[src/rtl/edo_ctrl_pkg.sv]
package edo_ctrl_pkg;

    typedef enum logic [3:0] {
        ST_IDLE,
        ST_REFRESH,
        ST_ACTIVATE,
        ST_COL_SETUP,
        ST_CAS_LOW,
        ST_CAS_HIGH,
        ST_OPEN,
        ST_HOLD,
        ST_PRECHARGE
    } ctl_state_t;

    // Whole clock cycles needed to cover a time in ns, rounded up.
    function automatic int ns_to_cyc(input int ns, input int clk_ns);
        return (ns + clk_ns - 1) / clk_ns;
    endfunction

    function automatic int imax(input int a, input int b);
        return (a > b) ? a : b;
    endfunction

endpackage

[src/rtl/edo_step_timer.sv]
module edo_step_timer #(
    parameter int W = 3
) (
    input  logic         clk,
    input  logic         rst_n,
    input  logic         load,
    input  logic [W-1:0] load_val,
    output logic         done
);

    logic [W-1:0] cnt;

    always_ff @(posedge clk) begin
        if (!rst_n) begin
            cnt <= '0;
        end else if (load) begin
            cnt <= load_val;
        end else if (cnt != '0) begin
            cnt <= cnt - 1'b1;
        end
    end

    assign done = (cnt == '0);

endmodule

[src/rtl/edo_row_track.sv]
module edo_row_track #(
    parameter int ROW_W = 10,
    parameter int HOLD  = 6,
    parameter int AGE_W = 4
) (
    input  logic             clk,
    input  logic             rst_n,
    input  logic             open_i,
    input  logic             close_i,
    input  logic [ROW_W-1:0] open_row_i,
    input  logic [ROW_W-1:0] probe_row_i,
    output logic             hit_o,
    output logic             age_ok_o
);

    logic             is_open;
    logic [ROW_W-1:0] row_q;
    logic [AGE_W-1:0] age;

    always_ff @(posedge clk) begin
        if (!rst_n) begin
            is_open <= 1'b0;
            row_q   <= '0;
            age     <= '0;
        end else if (open_i) begin
            is_open <= 1'b1;
            row_q   <= open_row_i;
            age     <= AGE_W'(1);
        end else if (close_i) begin
            is_open <= 1'b0;
        end else if (is_open && (age != '1)) begin
            age <= age + 1'b1;
        end
    end

    assign hit_o    = is_open && (row_q == probe_row_i);
    assign age_ok_o = is_open && (age >= AGE_W'(HOLD));

endmodule

[src/rtl/edo_page_ctrl.sv]
module edo_page_ctrl
    import edo_ctrl_pkg::*;
#(
    parameter int ROW_W     = 10,
    parameter int COL_W     = 10,
    parameter int DQ_W      = 16,
    parameter int CLK_NS    = 10,
    parameter int T_RAC_NS  = 50,
    parameter int T_CAC_NS  = 13,
    parameter int T_AA_NS   = 25,
    parameter int T_PC_NS   = 20,
    parameter int T_RC_NS   = 84,
    parameter int T_RAS_NS  = 50,
    parameter int T_RP_NS   = 30,
    parameter int T_CP_NS   = 10,
    parameter int T_OEA_NS  = 13
) (
    input  logic                     clk,
    input  logic                     rst_n,
    input  logic                     req_valid,
    output logic                     req_ready,
    input  logic                     req_wr,
    input  logic [ROW_W+COL_W-1:0]   req_addr,
    input  logic [DQ_W-1:0]          req_wdata,
    input  logic [DQ_W/8-1:0]        req_be,
    output logic                     rsp_valid,
    output logic [DQ_W-1:0]          rsp_rdata,
    input  logic                     ref_req,
    output logic                     ref_gnt,
    output logic                     dram_ras_n,
    output logic [DQ_W/8-1:0]        dram_cas_n,
    output logic                     dram_we_n,
    output logic                     dram_oe_n,
    output logic [((ROW_W > COL_W) ? ROW_W : COL_W)-1:0] dram_addr,
    output logic [DQ_W-1:0]          dram_dq_out,
    output logic                     dram_dq_oe,
    input  logic [DQ_W-1:0]          dram_dq_in
);

    localparam int ADDR_W = ROW_W + COL_W;
    localparam int LANES  = DQ_W / 8;
    localparam int MUX_W  = imax(ROW_W, COL_W);

    localparam int C_RAC = ns_to_cyc(T_RAC_NS, CLK_NS);
    localparam int C_CAC = ns_to_cyc(T_CAC_NS, CLK_NS);
    localparam int C_AA  = ns_to_cyc(T_AA_NS,  CLK_NS);
    localparam int C_PC  = ns_to_cyc(T_PC_NS,  CLK_NS);
    localparam int C_RC  = ns_to_cyc(T_RC_NS,  CLK_NS);
    localparam int C_RAS = ns_to_cyc(T_RAS_NS, CLK_NS);
    localparam int C_RP  = imax(1, ns_to_cyc(T_RP_NS, CLK_NS));
    localparam int C_CP  = imax(1, ns_to_cyc(T_CP_NS, CLK_NS));
    localparam int C_OEA = ns_to_cyc(T_OEA_NS, CLK_NS);

    // Capture is CL+CP cycles after the CAS fall, 1+CL+CP after the column
    // is applied, and a page cycle lasts CL+CP+2 cycles.
    localparam int C_CL  = imax(imax(1, C_CAC - C_CP),
                                imax(imax(C_OEA - C_CP, C_AA - 1 - C_CP),
                                     C_PC - 2 - C_CP));
    localparam int C_RCD = imax(1, C_RAC - 1 - C_CL - C_CP);
    localparam int C_HOLD = imax(C_RAS, C_RC - C_RP);

    localparam int TMR_MAX = imax(imax(C_RCD, C_CL), imax(C_CP, C_RP));
    localparam int TMR_W   = $clog2(TMR_MAX + 1);
    localparam int AGE_W   = $clog2(C_HOLD + 1) + 1;

    ctl_state_t state, nxt;

    logic              cur_wr,    cur_wr_d;
    logic [ADDR_W-1:0] cur_addr,  cur_addr_d;
    logic [DQ_W-1:0]   cur_wdata, cur_wdata_d;
    logic [LANES-1:0]  cur_be,    cur_be_d;
    logic              pend,      pend_d;

    logic              accept;
    logic              tmr_load, tmr_done;
    logic [TMR_W-1:0]  tmr_val;
    logic              trk_open, trk_close, row_hit, age_ok;

    edo_step_timer #(.W(TMR_W)) u_timer (
        .clk      (clk),
        .rst_n    (rst_n),
        .load     (tmr_load),
        .load_val (tmr_val),
        .done     (tmr_done)
    );

    edo_row_track #(.ROW_W(ROW_W), .HOLD(C_HOLD), .AGE_W(AGE_W)) u_rows (
        .clk         (clk),
        .rst_n       (rst_n),
        .open_i      (trk_open),
        .close_i     (trk_close),
        .open_row_i  (cur_addr_d[ADDR_W-1:COL_W]),
        .probe_row_i (req_addr[ADDR_W-1:COL_W]),
        .hit_o       (row_hit),
        .age_ok_o    (age_ok)
    );

    assign req_ready = ((state == ST_IDLE) || (state == ST_OPEN)) && !ref_req;
    assign accept    = req_ready && req_valid;

    always_comb begin
        nxt       = state;
        pend_d    = pend;
        tmr_load  = 1'b0;
        tmr_val   = '0;
        trk_open  = 1'b0;
        trk_close = 1'b0;
        unique case (state)
            ST_IDLE: begin
                if (ref_req) begin
                    nxt = ST_REFRESH;
                end else if (req_valid) begin
                    nxt      = ST_ACTIVATE;
                    tmr_load = 1'b1;
                    tmr_val  = TMR_W'(C_RCD - 1);
                    trk_open = 1'b1;
                end
            end
            ST_REFRESH: begin
                if (!ref_req) nxt = ST_IDLE;
            end
            ST_ACTIVATE: begin
                if (tmr_done) nxt = ST_COL_SETUP;
            end
            ST_COL_SETUP: begin
                nxt      = ST_CAS_LOW;
                tmr_load = 1'b1;
                tmr_val  = TMR_W'(C_CL - 1);
            end
            ST_CAS_LOW: begin
                if (tmr_done) begin
                    nxt      = ST_CAS_HIGH;
                    tmr_load = 1'b1;
                    tmr_val  = TMR_W'(C_CP - 1);
                end
            end
            ST_CAS_HIGH: begin
                if (tmr_done) nxt = ST_OPEN;
            end
            ST_OPEN: begin
                if (ref_req) begin
                    nxt    = ST_HOLD;
                    pend_d = 1'b0;
                end else if (req_valid) begin
                    if (row_hit) begin
                        nxt = ST_COL_SETUP;
                    end else begin
                        nxt    = ST_HOLD;
                        pend_d = 1'b1;
                    end
                end
            end
            ST_HOLD: begin
                if (age_ok) begin
                    nxt       = ST_PRECHARGE;
                    tmr_load  = 1'b1;
                    tmr_val   = TMR_W'(C_RP - 1);
                    trk_close = 1'b1;
                end
            end
            ST_PRECHARGE: begin
                if (tmr_done) begin
                    if (pend) begin
                        nxt      = ST_ACTIVATE;
                        pend_d   = 1'b0;
                        tmr_load = 1'b1;
                        tmr_val  = TMR_W'(C_RCD - 1);
                        trk_open = 1'b1;
                    end else begin
                        nxt = ST_IDLE;
                    end
                end
            end
            default: nxt = ST_IDLE;
        endcase
    end

    always_comb begin
        cur_wr_d    = cur_wr;
        cur_addr_d  = cur_addr;
        cur_wdata_d = cur_wdata;
        cur_be_d    = cur_be;
        if (accept) begin
            cur_wr_d    = req_wr;
            cur_addr_d  = req_addr;
            cur_wdata_d = req_wdata;
            cur_be_d    = req_be;
        end
    end

    // State register and the latched request
    always_ff @(posedge clk) begin
        if (!rst_n) begin
            state     <= ST_IDLE;
            pend      <= 1'b0;
            cur_wr    <= 1'b0;
            cur_addr  <= '0;
            cur_wdata <= '0;
            cur_be    <= '0;
        end else begin
            state     <= nxt;
            pend      <= pend_d;
            cur_wr    <= cur_wr_d;
            cur_addr  <= cur_addr_d;
            cur_wdata <= cur_wdata_d;
            cur_be    <= cur_be_d;
        end
    end

    // Pin values decoded from the next state, so pins move with the state
    logic             ras_active, col_phase, cas_phase, wr_drive, rd_oe;
    logic [LANES-1:0] cas_d;
    logic [MUX_W-1:0] addr_d;

    always_comb begin
        ras_active = (nxt == ST_ACTIVATE) || (nxt == ST_COL_SETUP) ||
                     (nxt == ST_CAS_LOW)  || (nxt == ST_CAS_HIGH)  ||
                     (nxt == ST_OPEN)     || (nxt == ST_HOLD);
        col_phase  = (nxt == ST_COL_SETUP) || (nxt == ST_CAS_LOW) ||
                     (nxt == ST_CAS_HIGH);
        cas_phase  = (nxt == ST_CAS_LOW);
        wr_drive   = cur_wr_d && ((nxt == ST_COL_SETUP) || (nxt == ST_CAS_LOW));
        rd_oe      = !cur_wr_d && ((nxt == ST_CAS_LOW) || (nxt == ST_CAS_HIGH));
        addr_d     = col_phase ? MUX_W'(cur_addr_d[COL_W-1:0])
                               : MUX_W'(cur_addr_d[ADDR_W-1:COL_W]);
    end

    for (genvar g = 0; g < LANES; g++) begin : g_lane
        assign cas_d[g] = !(cas_phase && (!cur_wr_d || cur_be_d[g]));
    end

    logic capture;
    assign capture = (state == ST_CAS_HIGH) && tmr_done && !cur_wr;

    // Output register
    always_ff @(posedge clk) begin
        if (!rst_n) begin
            dram_ras_n  <= 1'b1;
            dram_cas_n  <= '1;
            dram_we_n   <= 1'b1;
            dram_oe_n   <= 1'b1;
            dram_addr   <= '0;
            dram_dq_out <= '0;
            dram_dq_oe  <= 1'b0;
            ref_gnt     <= 1'b0;
            rsp_valid   <= 1'b0;
            rsp_rdata   <= '0;
        end else begin
            dram_ras_n  <= !ras_active;
            dram_cas_n  <= cas_d;
            dram_we_n   <= !wr_drive;
            dram_oe_n   <= !rd_oe;
            dram_addr   <= addr_d;
            dram_dq_out <= cur_wdata_d;
            dram_dq_oe  <= wr_drive;
            ref_gnt     <= (nxt == ST_REFRESH);
            rsp_valid   <= capture;
            if (capture) rsp_rdata <= dram_dq_in;
        end
    end

endmodule

[config.mk]
export PLATFORM = sky130hd
export DESIGN_NAME = edo_page_ctrl
export DESIGN_NICKNAME = d
export VERILOG_FILES = /design/src/rtl/edo_ctrl_pkg.sv /design/src/rtl/edo_step_timer.sv /design/src/rtl/edo_row_track.sv /design/src/rtl/edo_page_ctrl.sv
export SDC_FILE = /design/constraint.sdc
export NUM_CORES = 1
export LEC_CHECK = 0
export ABC_CLOCK_PERIOD_IN_PS = 4900
export BUFFER_PORTS_ARGS = -buffer_cell sky130_fd_sc_hd__buf_2
export CAP_MARGIN = 20
export CORE_ASPECT_RATIO = 2
export CORE_MARGIN = 2
export CORE_UTILIZATION = 45
export CTS_CLUSTER_SIZE = 10
export DETAILED_ROUTE_END_ITERATION = 16
export GPL_ROUTABILITY_DRIVEN = 0
export PLACE_DENSITY = 0.82
export RECOVER_POWER = 25
export SLEW_MARGIN = 10
export SYNTH_ARGS = -nofsm -noshare
export SYNTH_HDL_FRONTEND = slang
export SYNTH_SLANG_ARGS = --single-unit
[constraint.sdc]
create_clock -name clk -period 4.9 [get_ports clk]
set_input_delay 1.225 -clock clk [delete_from_list [all_inputs] [get_ports clk]]
set_output_delay 1.225 -clock clk [all_outputs]
set_load 0.02 [all_outputs]
After elaboration in Yosys (flattened, before gate mapping)

Cells that the tools add are included.

Add/sub/neg operators: 2
Multipliers: 0
Divide/modulo/power cells: 0
Magnitude comparators: 1
Equal/unequal tests: 21
Shift-type cells: 0
Muxes and demuxes: 44
Bitwise gates (word level): 2
Reductions and logical operators: 41

Operators by type and width:

| kind                                                               | count |
|---|---|
| 2-to-1 mux 4 bit                                                   | 10 |
| case mux 4 bit (9 select lines)                                    | 1 |
| equality test 4 x 3 -> 1 bit (second input constant)               | 8 |
| 2-to-1 mux 1 bit                                                   | 21 |
| 2-to-1 mux 20 bit                                                  | 1 |
| equality test 4 x 2 -> 1 bit (second input constant)               | 4 |
| logical AND 1 bit                                                  | 11 |
| logical OR 1 bit                                                   | 11 |
| equality test 10 bit                                               | 1 |
| 2-to-1 mux 10 bit                                                  | 1 |
| 2-to-1 mux 2 bit                                                   | 5 |
| nonzero test 2 bit                                                 | 5 |
| equality test 4 x 1 -> 1 bit (second input constant)               | 2 |
| logical NOT 1 bit                                                  | 8 |
| inequality test 3 bit (second input constant)                      | 2 |
| case mux 2 bit (3 select lines)                                    | 1 |
| case mux 1 bit (5 select lines)                                    | 1 |
| adder 4 x 1 -> 4 bit (second input constant)                       | 1 |
| equality test 4 bit (second input constant)                        | 1 |
| greater-or-equal comparator 4 x 3 -> 1 bit (second input constant) | 1 |
| logical NOT 4 bit                                                  | 1 |
| inequality test 2 bit (second input constant)                      | 2 |
| inequality test 4 bit (second input constant)                      | 1 |
| case mux 1 bit (2 select lines)                                    | 2 |
| 7 further kinds                                                    | 9 |

Flip-flop bits (word level): 95
Latch bits: 0
Bits in writable memories: 0
Memory bits (read-only): 0
Bits of input ports: 59
Word-level logic and storage cells: 131
Memories: 0

Depth between registers and ports, before layout

Gate-level depths: netlist (run 1).

Depth after elaboration: 13
Depth in mapped cells: 9
Depth with buffers taken out: 8

Cells and area by module

From an unflattened synthesis (run 1), not the netlist that was laid out.

Cells, all modules: 426
Area total of the unflattened synthesis: 4,032.6 um^2

Modules (own cells, without submodules):

| module         | instances | cells an instance | area each (um^2) |
|---|---|---|---|
| edo_page_ctrl  | 1         | 337               | 3,156.8 |
| edo_row_track  | 1         | 76                | 752.0 |
| edo_step_timer | 1         | 13                | 123.9 |

Worst setup path after synthesis (run 1)

Ideal clock, no wire load.

Path kind: input to output
From: input ref_req
To: output req_ready
Arrival: 1.921 ns
Path slack: 1.754 ns
Stages: 2
Path through: clkbuf_1 nor4_2

Longest elaborated chain between the ends: 2

RTL lines:

| what              | RTL line            | RTL |
|---|---|---|
| from (decl)       | edo_page_ctrl.sv:28 | `input logic ref_req,` |
| logical NOT 1 bit | n/a                 |  |
| logical AND 1 bit | edo_page_ctrl.sv:98 | `assign req_ready = ((state == ST_IDLE) \|\| (state == ST_OPEN)) && !ref_req;` |
| to (decl)         | edo_page_ctrl.sv:21 | `output logic req_ready,` |

No other way between the ends.

Worst setup path after layout (run 1)

Ends and elaborated chain as after synthesis.

==> reports/results.ini, run 1 <==
[logic_synthesis]
syn_area_um2 = 3800
ys_ff_latch = 95
synth_top_family_by_area = simple AND/OR/NAND/NOR gates
avgSynthCellArea_um2 = 9.37
synthCells = 406
synth_nets = 468
synthXorXnorAreaFrac_pct = 3.45
yosys_warnings = 0
synth_adder_area_share_pct = 0.987
ys_types = 45
synth-seq-area-share_pct = 50.0
synth_compound_area_share_pct = 12.2
synth-simple-area-share_pct = 18.2
muxShareOfSynthArea_pct = 11.9

[placed_design]
placed_cell_area_um2 = 4390
dp_hpwl_um = 6260
detailedPlace.worstSlack_ns = 1.31
port_buffers = 109
dp.cells = 592

[setup_path]
startpoint_type = primary input
cp.arrival_ns = 2.06
r2r_slack_ns = 2.13
crit_type = primary input to output port
required_ns = 3.67
r2r_start = u_timer.cnt[0]
reg2regPathDepth = 7
end_kind = output port
worst-path-max-fanout = 8
rr_endpoint = dram_addr[3]

[outcome]
status = complete, no violations

[routing]
first_pass_iters = 6
wl_met2_um = 4830
vias = 3135
route.detailed.drc = 0
vias_per_cell = 5.15
ant_nets = 0
met1Wirelength_um = 3380
top_layer_used = met4
wl_um = 8660
wl_per_cell_um = 14.2
drt_iter0_drc = 201
dr_wl_met3_um = 340

[cts]
cts-root-buf = clkbuf_16
cts_buffers = 9
tritoncts = yes
htreeDepth = 3
cts_hold_buf = 0
cts_buffer_depth = 2
cts_resized = 0
path_clk_slew_ns = 0.06
worstSkewPairLatency_ns = 0.33
cts.sinks = 95
cts_setup_buffers = 0

[power_and_ir_drop]
power_frac_clock_pct = 34.5
power.share.combinational_pct = 20.0
peakVddDrop_mv = 0.224
p_int_uw = 1380
netSwitchingFraction_pct = 28.5
power.switching_uw = 550
p_seq_share_pct = 45.5
p_total_uw = 1930
leakage_uw = 0.00208
power.density_nw_per_um2 = 415

[timing]
drv_slew = 0
hold_violations = 0
rsz0062_at_grt = no
setup_slack_ns = 1.62
post-route-period-util_pct = 67.0
min_period_ns = 3.28
setup_viol = 0
max_slew_margin_pct = 30.6
fmax_ghz = 0.305
fin_setup_tns_ns = 0
worst_pin_slew_ns = 1.04
finClkSkew_ns = 0.00453

[floorplan]
io_pins = 110
die_area_um2 = 9250
die-height_um = 134
initial_utilization_pct = 46.2
core_area_um2 = 8230
die_w_um = 69.0
row_count = 47

[final_layout]
drive_above_1_share_pct = 22.4
seqCellArea_um2 = 1900
syn_to_final_growth_pct = 22.1
layout_commonest_cell = dfxtp_1
final_area_um2 = 4650
nFillCells = 756
final_nets = 567
finalNonFillerCells = 609
final_cell_mix = dfxtp_1 (95), buf_2 (74), nand2_1 (65)
multi_input_area_um2 = 1780

[global_route]
grt-ovfl-total = 0
grt_usage_pct = 18.7
first_global_vias = 3001
grt_pass1_wl_um = 14100
grt_max_degree = 59
antenna_found_initial = 1

[worst_hold_path]
hold_class = flip-flop to flip-flop
min_path_cells = 2
min_delay_worst_endpoint = dram_dq_out[15]
min_from = dram_dq_out[15]

[run]
drv_cap = 0

[layout make-up]
| class | count | share of cell area (%) |
|---|---|---|
| clock inverter | 4 | 0.593 |
| clock buffer | 12 | 5.74 |
| sequential | 95 | 40.9 |
| tap | 98 | 2.64 |
| inverter | 6 | 0.485 |
| multi-input combinational | 281 | 38.3 |
| antenna | 1 | 0.0539 |
| timing repair buffer | 112 | 11.3 |
[stage by stage]
stage / util [%] / hold slack, ns
after floorplan: - / 0.435
after global placement: 53.4 / 0.438
after detailed placement: 53.4 / 0.445
after CTS: 56.9 / 0.453
after global routing: 56.4 / 0.478
final: 56.4 / 0.453
[cell families after synthesis]
group,after synthesis
AOI/OAI and AO/OA,76
xor gates and xnor gates,15
adders and majority gates,3
buffers and inverters,30
DFF,95
muxes,39
and+or+nand+nor,148
[state kept, by name, summed over array words and instances, names as in the netlist, 2 cells and up]
register,flops
cur_addr,20
cur_be,2
dram_addr,10
dram_cas_n,2
dram_dq_out,16
rsp_rdata,16
state,4
u_rows.age,4
u_rows.row_q,10
u_timer.cnt,2
[power by group through the flow]
stage	clock (µW)	combinational [µW]	sequential (µW)
3_5_place_dp	0	389	893
6_report	665	385	877
3_3_place_gp	0	377	890
4_1_cts	681	392	876
2_1_floorplan	0	260	912
5_1_grt	710	426	885
[worst max-delay path by stage]
| stage | from | to | slack (ns) |
|---|---|---|---|
| finish | ref_req | req_ready | 1.62 |
| CTS | req_addr[17] | dram_addr[3] | 1.65 |
| global placement | req_addr[17] | dram_addr[4] | 1.41 |
| detailed placement | req_addr[17] | dram_addr[3] | 1.31 |
| floorplan | ref_req | req_ready | 1.75 |
| global route | ref_req | dram_addr[1] | 1.52 |
[routing by layer]
metal	vias to the layer above	GRT usage, %
met5	-	0
li1	1575	-
met2	71	34.0
met1	1482	20.7
met4	0	8.17
met3	7	3.91
[worst max-delay path, cell delays in order]
cell      delay (ns)
clkbuf_1        0.18
nor4_2          0.40
buf_2           0.24
[cell usage after synthesis, drive strengths merged]
master | instances | area [µm²]
a211o | 1 | 8.76
a211oi | 13 | 110
a21oi | 34 | 170
a31oi | 3 | 18.8
a41oi | 1 | 8.76
and2 | 5 | 32.5
and3 | 1 | 6.26
and3b | 1 | 10.0
and4 | 1 | 8.76
and4b | 1 | 10.0
buf | 10 | 50.1
clkbuf | 14 | 52.6
clkinv | 1 | 3.75
dfxtp | 95 | 1900
ha | 3 | 37.5
inv | 5 | 18.8
mux2 | 10 | 150
mux2i | 29 | 303
nand2 | 65 | 244
nand2b | 3 | 18.8
nand3 | 1 | 5.00
nand3b | 4 | 30.0
nand4 | 2 | 18.8
nor2 | 48 | 180
nor2b | 2 | 12.5
nor3 | 6 | 45.0
nor3b | 2 | 15.0
nor4 | 2 | 25.0
o211a | 1 | 10.0
o211ai | 2 | 15.0
o21a | 4 | 30.0
o21ai | 15 | 75.1
o311a | 1 | 10.0
o41ai | 1 | 8.76
or2b | 1 | 7.51
or3 | 1 | 6.26
or4 | 2 | 15.0
xnor2 | 7 | 61.3
xor2 | 8 | 70.1
Power figures use the tool's default switching activity.
==> inputs of run 2 (changes only) <==
- ABC_AREA: not set -> 1
- ABC_CLOCK_PERIOD_IN_PS: 4900 -> 3100
- PLACE_DENSITY: 0.82 -> 0.81
- clock period: 4.9 -> 3.1 ns (I/O delays scaled with it)
==> run 2 against run 1 <==
  * Non-clock buffer count increased by 1
  * The run now ends with max-capacitance violations, max-slew violations left
  * Via count up 20%
  * Sequential power rose by 57%
  * Final cell count rose by 24%
  * Critical path depth is 2 higher
  * Flip-flop and latch count unchanged
  * Core utilization down 1.2 points
  * Routed wire length rose by 17%
  * Critical endpoint is now dram_ras_n
==> reports/results.ini, run 2 <==
[outcome]
status = finished, violations left
violations = max-capacitance violations, max-slew violations

[routing]
wl_met2_um = 5520  ; +14%
wl_um = 10100  ; +17%
vias_per_cell = 5.00  ; -2.9%
wl_per_cell_um = 13.4  ; -5.9%
dr_wl_met3_um = 489  ; +44%
route.detailed.drc = 0  ; unchanged
first_pass_iters = 5  ; -1
drt_iter0_drc = 291  ; +45%
top_layer_used = met4
vias = 3768  ; +20%
ant_nets = 0  ; unchanged
met1Wirelength_um = 3760  ; +11%

[timing]
worst_pin_slew_ns = 1.84  ; +0.797 ns
fmax_ghz = 0.407
setup_viol = 0  ; unchanged
finClkSkew_ns = 0.0104  ; +0.00587 ns
hold_violations = 0  ; unchanged
drv_slew = 40  ; +40
post-route-period-util_pct = 79.3
rsz0062_at_grt = no
fin_setup_tns_ns = 0  ; unchanged
min_period_ns = 2.46
max_slew_margin_pct = -22.5  ; -53 points

[logic_synthesis]
yosys_warnings = 0  ; unchanged
synth-simple-area-share_pct = 30.0  ; +12 points
yosys-top-cells-count = nor2_1 (137), dfxtp_1 (95), nand2_1 (78)
synthCells = 547  ; +35%
synth_edf_count = 0  ; unchanged
ys_ff_latch = 95  ; unchanged
synth_compound_area_share_pct = 12.8  ; +0.56 points
synth.area.top_cells = dfxtp_1 (47%), nor2_1 (13%), nand2_1 (7.2%), o21ai_0 (5.9%), inv_1 (4.7%)
yosysMostFrequentCell = nor2_1
synthXorXnorAreaFrac_pct = 0.216  ; -3.2 points
ys.flop_type = dfxtp_1
avgSynthCellArea_um2 = 7.40  ; -21%
async_flop_share_pct = 0  ; unchanged
ys_types = 34  ; -24%
post-synth-top-area-cell = dfxtp_1
synth_adder_area_share_pct = 0.927  ; -0.059 points
synth-seq-area-share_pct = 47.0  ; -3.0 points
synth_nets = 609  ; +30%
synth_top_family_by_area = simple AND/OR/NAND/NOR gates
synth_top_area_share_pct = 47.0  ; -3.0 points
syn_area_um2 = 4050  ; +6.4%
muxShareOfSynthArea_pct = 0.247  ; -12 points

[floorplan]
io_pins = 110  ; unchanged
die_area_um2 = 9820  ; +6.1%
initial_utilization_pct = 45.5  ; -0.67 points
row_count = 49  ; +4.3%
die-height_um = 138  ; +3.1%
core_area_um2 = 8890  ; +8.0%
die_w_um = 71.1  ; +3.0%

[power_and_ir_drop]
p_int_uw = 2320  ; +69%
peakVddDrop_mv = 0.363  ; +62%
netSwitchingFraction_pct = 27.3  ; -1.2 points
power.switching_uw = 875  ; +59%
leakage_uw = 0.00241  ; +16%
power.density_nw_per_um2 = 651  ; +57%
p_seq_share_pct = 43.1  ; -2.4 points
p_total_uw = 3200  ; +66%
power_frac_clock_pct = 38.6  ; +4.1 points
power.share.combinational_pct = 18.3  ; -1.7 points

[cts]
htreeDepth = 3  ; unchanged
worstSkewPairLatency_ns = 0.34  ; about the same
cts.sinks = 95  ; unchanged
path_clk_slew_ns = 0.07  ; about the same
cts_buffer_depth = 2  ; unchanged
tritoncts = yes
cts-root-buf = clkbuf_16
cts_buffers = 9  ; unchanged
cts_setup_buffers = 0  ; unchanged
cts_hold_buf = 0  ; unchanged
cts_resized = 0  ; unchanged

[final_layout]
layout_commonest_cell = nor2_1
final_nets = 711  ; +25%
largest_register_ffs = 20  ; unchanged
top_regs = cur_addr x20, dram_dq_out x16, rsp_rdata x16
diodes = 0  ; -1
drive_above_1_share_pct = 20.4  ; -2.0 points
syn_to_final_growth_pct = 21.4
final_cell_mix = nor2_1 (137), dfxtp_1 (95), nand2_1 (78)
regMostFlops = cur_addr

[setup_path]
end_kind = flip-flop
required_ns = 3.36  ; -0.31 ns
r2r_start = u_timer.cnt[0]
crit_type = primary input to flip-flop
reg2regPathDepth = 12  ; +5
startpoint_type = primary input
rr_endpoint = dram_addr[5]
r2r_slack_ns = 1.01  ; -1.12 ns
cp.arrival_ns = 2.72  ; +0.66 ns
worst-path-max-fanout = 39  ; +31

[placed_design]
dp_hpwl_um = 7280  ; +16%
port_buffers = 109  ; unchanged

[run]
drv_cap = 1  ; +1

[global_route]
grt_pass1_wl_um = 16700  ; +18%
grt_usage_pct = 21.0  ; +2.2 points
grt-ovfl-total = 0  ; unchanged
first_global_vias = 3665  ; +22%
grt_max_degree = 50  ; -15%
antenna_found_initial = 0  ; -1

[worst_hold_path]
min_path_cells = 2  ; unchanged
min_from = dram_dq_out[12]
min_delay_worst_endpoint = dram_dq_out[12]
hold_class = flip-flop to flip-flop

-- run 2: cell types whose count changed in the layout (fill, tap and decap cells not counted), moves of 10 or more --
cell	before	now
nor2_1	48	137
inv_1	5	51
o21ai_0	13	48
mux2i_1	28	1
a21oi_1	34	9
nand3_1	1	24
nand2_1	65	78
o21ai_2	0	11
or2_1	0	11
inv_2	1	11
mux2_4	10	0
-- run 2: worst max-delay path by stage --
| stage | cells after the start | from | to |
|---|---|---|---|
| 6_report | 5 | rst_n | dram_ras_n |
| 2_1_floorplan | 1 | ref_req | req_ready |
| 3_3_place_gp | 11 | ref_req | dram_addr[9] |
| 5_1_grt | 5 | rst_n | dram_ras_n |
| 4_1_cts | 4 | state[3] | req_ready |
| 3_5_place_dp | 12 | ref_req | dram_addr[1] |
-- run 2: cells by family (layout without fill, tap and decap cells) --
kind of cell | count (synthesis) | in the layout
simple gates | 275 | 275
flops | 95 | 95
compound gates | 87 | 87
buf+inv | 85 | 190
fa+ha+maj | 3 | 3
xor+xnor | 1 | 1
mux | 1 | 1
-- run 2: power groups by stage --
stage / sequential, µW / clock, µW / combinational [µW]
2_1_floorplan: 1450 / 0 / 373
3_3_place_gp: 1400 / 0 / 568
3_5_place_dp: 1400 / 0 / 590
4_1_cts: 1380 / 1250 / 596
5_1_grt: 1390 / 1300 / 655
6_report: 1380 / 1230 / 585
-- run 2: metrics by stage --
stage	utilization, %	cells	hold WS [ns]	instance area (µm²)	setup slack (ns)
final	55.3	754	0.479	4910	0.643
after detailed placement	52.1	740	0.468	4630	0.666
after global placement	52.1	740	0.460	4630	0.748
after CTS	55.8	754	0.483	4960	0.887
after global routing	55.3	754	0.512	4910	0.511
after floorplan	-	547	0.448	4050	1.21
-- run 2: critical path, stage by stage --
cell      delay (ns)
clkbuf_1        0.10
inv_1           0.06
clkbuf_1        1.32
nor2_1          0.27
nor2_1          0.19
-- run 2: routing by layer --
layer	track usage (%)	vias to the layer above
li1	-	1912
met1	22.4	1702
met3	4.01	28
met4	8.84	0
met5	0	-
met2	38.9	126
-- run 2: final cells by class --
| cell class | instances | area [µm²] |
|---|---|---|
| fill | 808 | 3980 |
| sequential | 95 | 1900 |
| multi-input combinational | 367 | 1780 |
| timing repair buffer | 113 | 529 |
| clock buffer | 10 | 239 |
| inverter | 63 | 236 |
| tap | 102 | 128 |
| clock inverter | 4 | 95.1 |
==> inputs of run 3 (changes only) <==
- ABC_CLOCK_PERIOD_IN_PS: 3100 -> 2100
- PLACE_DENSITY: 0.81 -> 0.84
- clock period: 3.1 -> 2.1 ns (I/O delays scaled with it)
==> run 3 against run 2 <==
  * Largest power group unchanged
  * Critical path type is now flip-flop to flip-flop
  * Core utilization is 0.86 points higher
  * Routed wire length decreased by 1.3%
  * Critical endpoint is now dram_addr[7]
  * The run now ends clean
  * Critical path depth rose by 9
  * Global-route usage up 0.20 points
  * First-iteration DRC count down 27%
  * Sequential power rose by 48%
==> reports/results.ini, run 3 (synthesis gave the netlist of run 2 again) <==
[outcome]
status = complete, no violations

[placed_design]
dp_hpwl_um = 7540  ; +3.6%
port_buffers = 109  ; unchanged
detailedPlace.worstSlack_ns = 0.0781  ; -0.588 ns

[routing]
wl_per_cell_um = 13.1  ; -2.2%
dr_wl_met3_um = 484  ; -1.0%
route.detailed.drc = 0  ; unchanged
drt_iter0_drc = 212  ; -27%
top_layer_used = met4
vias = 3846  ; +2.1%
wl_met2_um = 5340  ; -3.3%
met1Wirelength_um = 3570  ; -5.0%
wl_um = 9950  ; -1.3%
first_pass_iters = 5  ; unchanged
ant_nets = 0  ; unchanged
vias_per_cell = 5.05  ; +1.1%

[timing]
max_slew_margin_pct = 71.5  ; +94 points
setup_viol = 0  ; unchanged
setup_slack_ns = 0.127  ; -0.515 ns
drv_slew = 0  ; -100%
post-route-period-util_pct = 93.9
min_period_ns = 1.97
hold_slack_ns = 0.410  ; -0.0697 ns
finClkSkew_ns = 0.00716  ; -0.00325 ns
hold_violations = 0  ; unchanged
fmax_ghz = 0.507
worst_pin_slew_ns = 0.428  ; -1.41 ns
fin_setup_tns_ns = 0  ; unchanged

[final_layout]
syn_to_final_growth_pct = 23.2
final_nets = 716  ; +0.70%
largest_register_ffs = 20  ; unchanged
nFillCells = 798  ; -1.2%
top_regs = cur_addr x20, dram_dq_out x16, rsp_rdata x16
drive_above_1_share_pct = 21.5  ; +1.1 points
finish.utilization_pct = 56.1  ; +0.86 points
diodes = 0  ; unchanged
regMostFlops = cur_addr
final_cell_mix = nor2_1 (136), dfxtp_1 (95), nand2_1 (79)
layout_commonest_cell = nor2_1

[cts]
cts_hold_buf = 0  ; unchanged
cts_buffers = 9  ; unchanged
path_clk_slew_ns = 0.06  ; about the same
cts_buffer_depth = 2  ; unchanged
worstSkewPairLatency_ns = 0.34  ; about the same
cts-root-buf = clkbuf_16
htreeDepth = 3  ; unchanged
cts.sinks = 95  ; unchanged
tritoncts = yes

[power_and_ir_drop]
leakage_uw = 0.00246  ; +1.8%
power.density_nw_per_um2 = 957  ; +47%
peakVddDrop_mv = 0.510  ; +40%
p_total_uw = 4780  ; +49%

[global_route]
antenna_found_initial = 0  ; unchanged
grt_usage_pct = 21.2  ; +0.20 points
grt_max_degree = 50  ; unchanged
grt_pass1_wl_um = 16800  ; +0.87%
grt-ovfl-total = 0  ; unchanged
first_global_vias = 3911  ; +6.7%

[setup_path]
cpMostUsedCell = nand2_1
crit_type = flip-flop to flip-flop
crit_path_max_incr_delay_ns = 0.41  ; -0.91 ns
startpoint_type = flip-flop
crit_chain = ha_1, nand2_1, nand3_1, nand2_1, nand2_1, inv_1, nor2_2, nand2_4, nand2_2, inv_2, nand3_4, nand3_1, nand2_1, nor2_1
cp.arrival_ns = 2.20  ; -0.52 ns
crit_slowest_cell = dfxtp_1
required_ns = 2.33  ; -1.03 ns
worst-path-max-fanout = 10  ; -74%
end_kind = flip-flop

[worst_hold_path]
hold_class = primary input to flip-flop

[floorplan]
core_area_um2 = 8890  ; unchanged
die_area_um2 = 9820  ; unchanged
die_w_um = 71.1  ; unchanged
die-height_um = 138  ; unchanged
io_pins = 110  ; unchanged
row_count = 49  ; unchanged
initial_utilization_pct = 45.5  ; unchanged

[run]
drv_cap = 0  ; -1

-- run 3: repair_timing --
item / in CTS / in global routing
resized for setup: 0 / 2
endpoints found under the setup margin: 0 / 6
setup buffers: 0 / 1
-- run 3: critical path, delay by kind of cell (launching register included) --
family	cells	cell delay (ns)
buffers and inverters	2	0.12
adders and majority gates	1	0.18
DFF	1	0.41
and+or+nand+nor	11	1.14
-- run 3: final timing paths --
check / start / to / slack (ns) / cells after the start
hold / removal: dram_dq_in[8] / rsp_rdata[8] / 0.41 / 3
hold reg to reg: dram_dq_out[12] / dram_dq_out[12] / 0.48 / 2
setup / recovery: u_rows.age[1] / dram_addr[7] / 0.13 / 14
setup reg to reg: u_rows.age[1] / dram_addr[7] / 0.13 / 14
-- run 3: stage by stage --
step | std cells | instance area [µm²]
floorplan | 547 | 4050
global placement | 744 | 4670
detailed placement | 744 | 4670
CTS | 760 | 5020
global route | 761 | 4990
finish | 761 | 4990
-- run 3: metal layers --
metal  vias to the layer above  track usage, %
li1                       1928               -
met1                      1744            21.4
met2                       128            37.4
met3                        46            4.81
met4                         0            14.2
met5                         -               0
-- run 3: cell type report --
type / instances / area, µm² / area share (%)
clock buffers: 11 / 243 / 4.86
multi-input cells: 367 / 1790 / 36.0
well taps: 102 / 128 / 2.56
clock inverters: 5 / 104 / 2.08
flip-flops and latches: 95 / 1900 / 38.1
repair buffers: 118 / 583 / 11.7
inverters: 63 / 236 / 4.74
-- run 3: report_power, final --
part           switching, µW  total, µW  internal [µW]
sequential              81.9       2040           1960
clock                    664       1860           1200
combinational            568        878            309
total                   1310       4780           3460
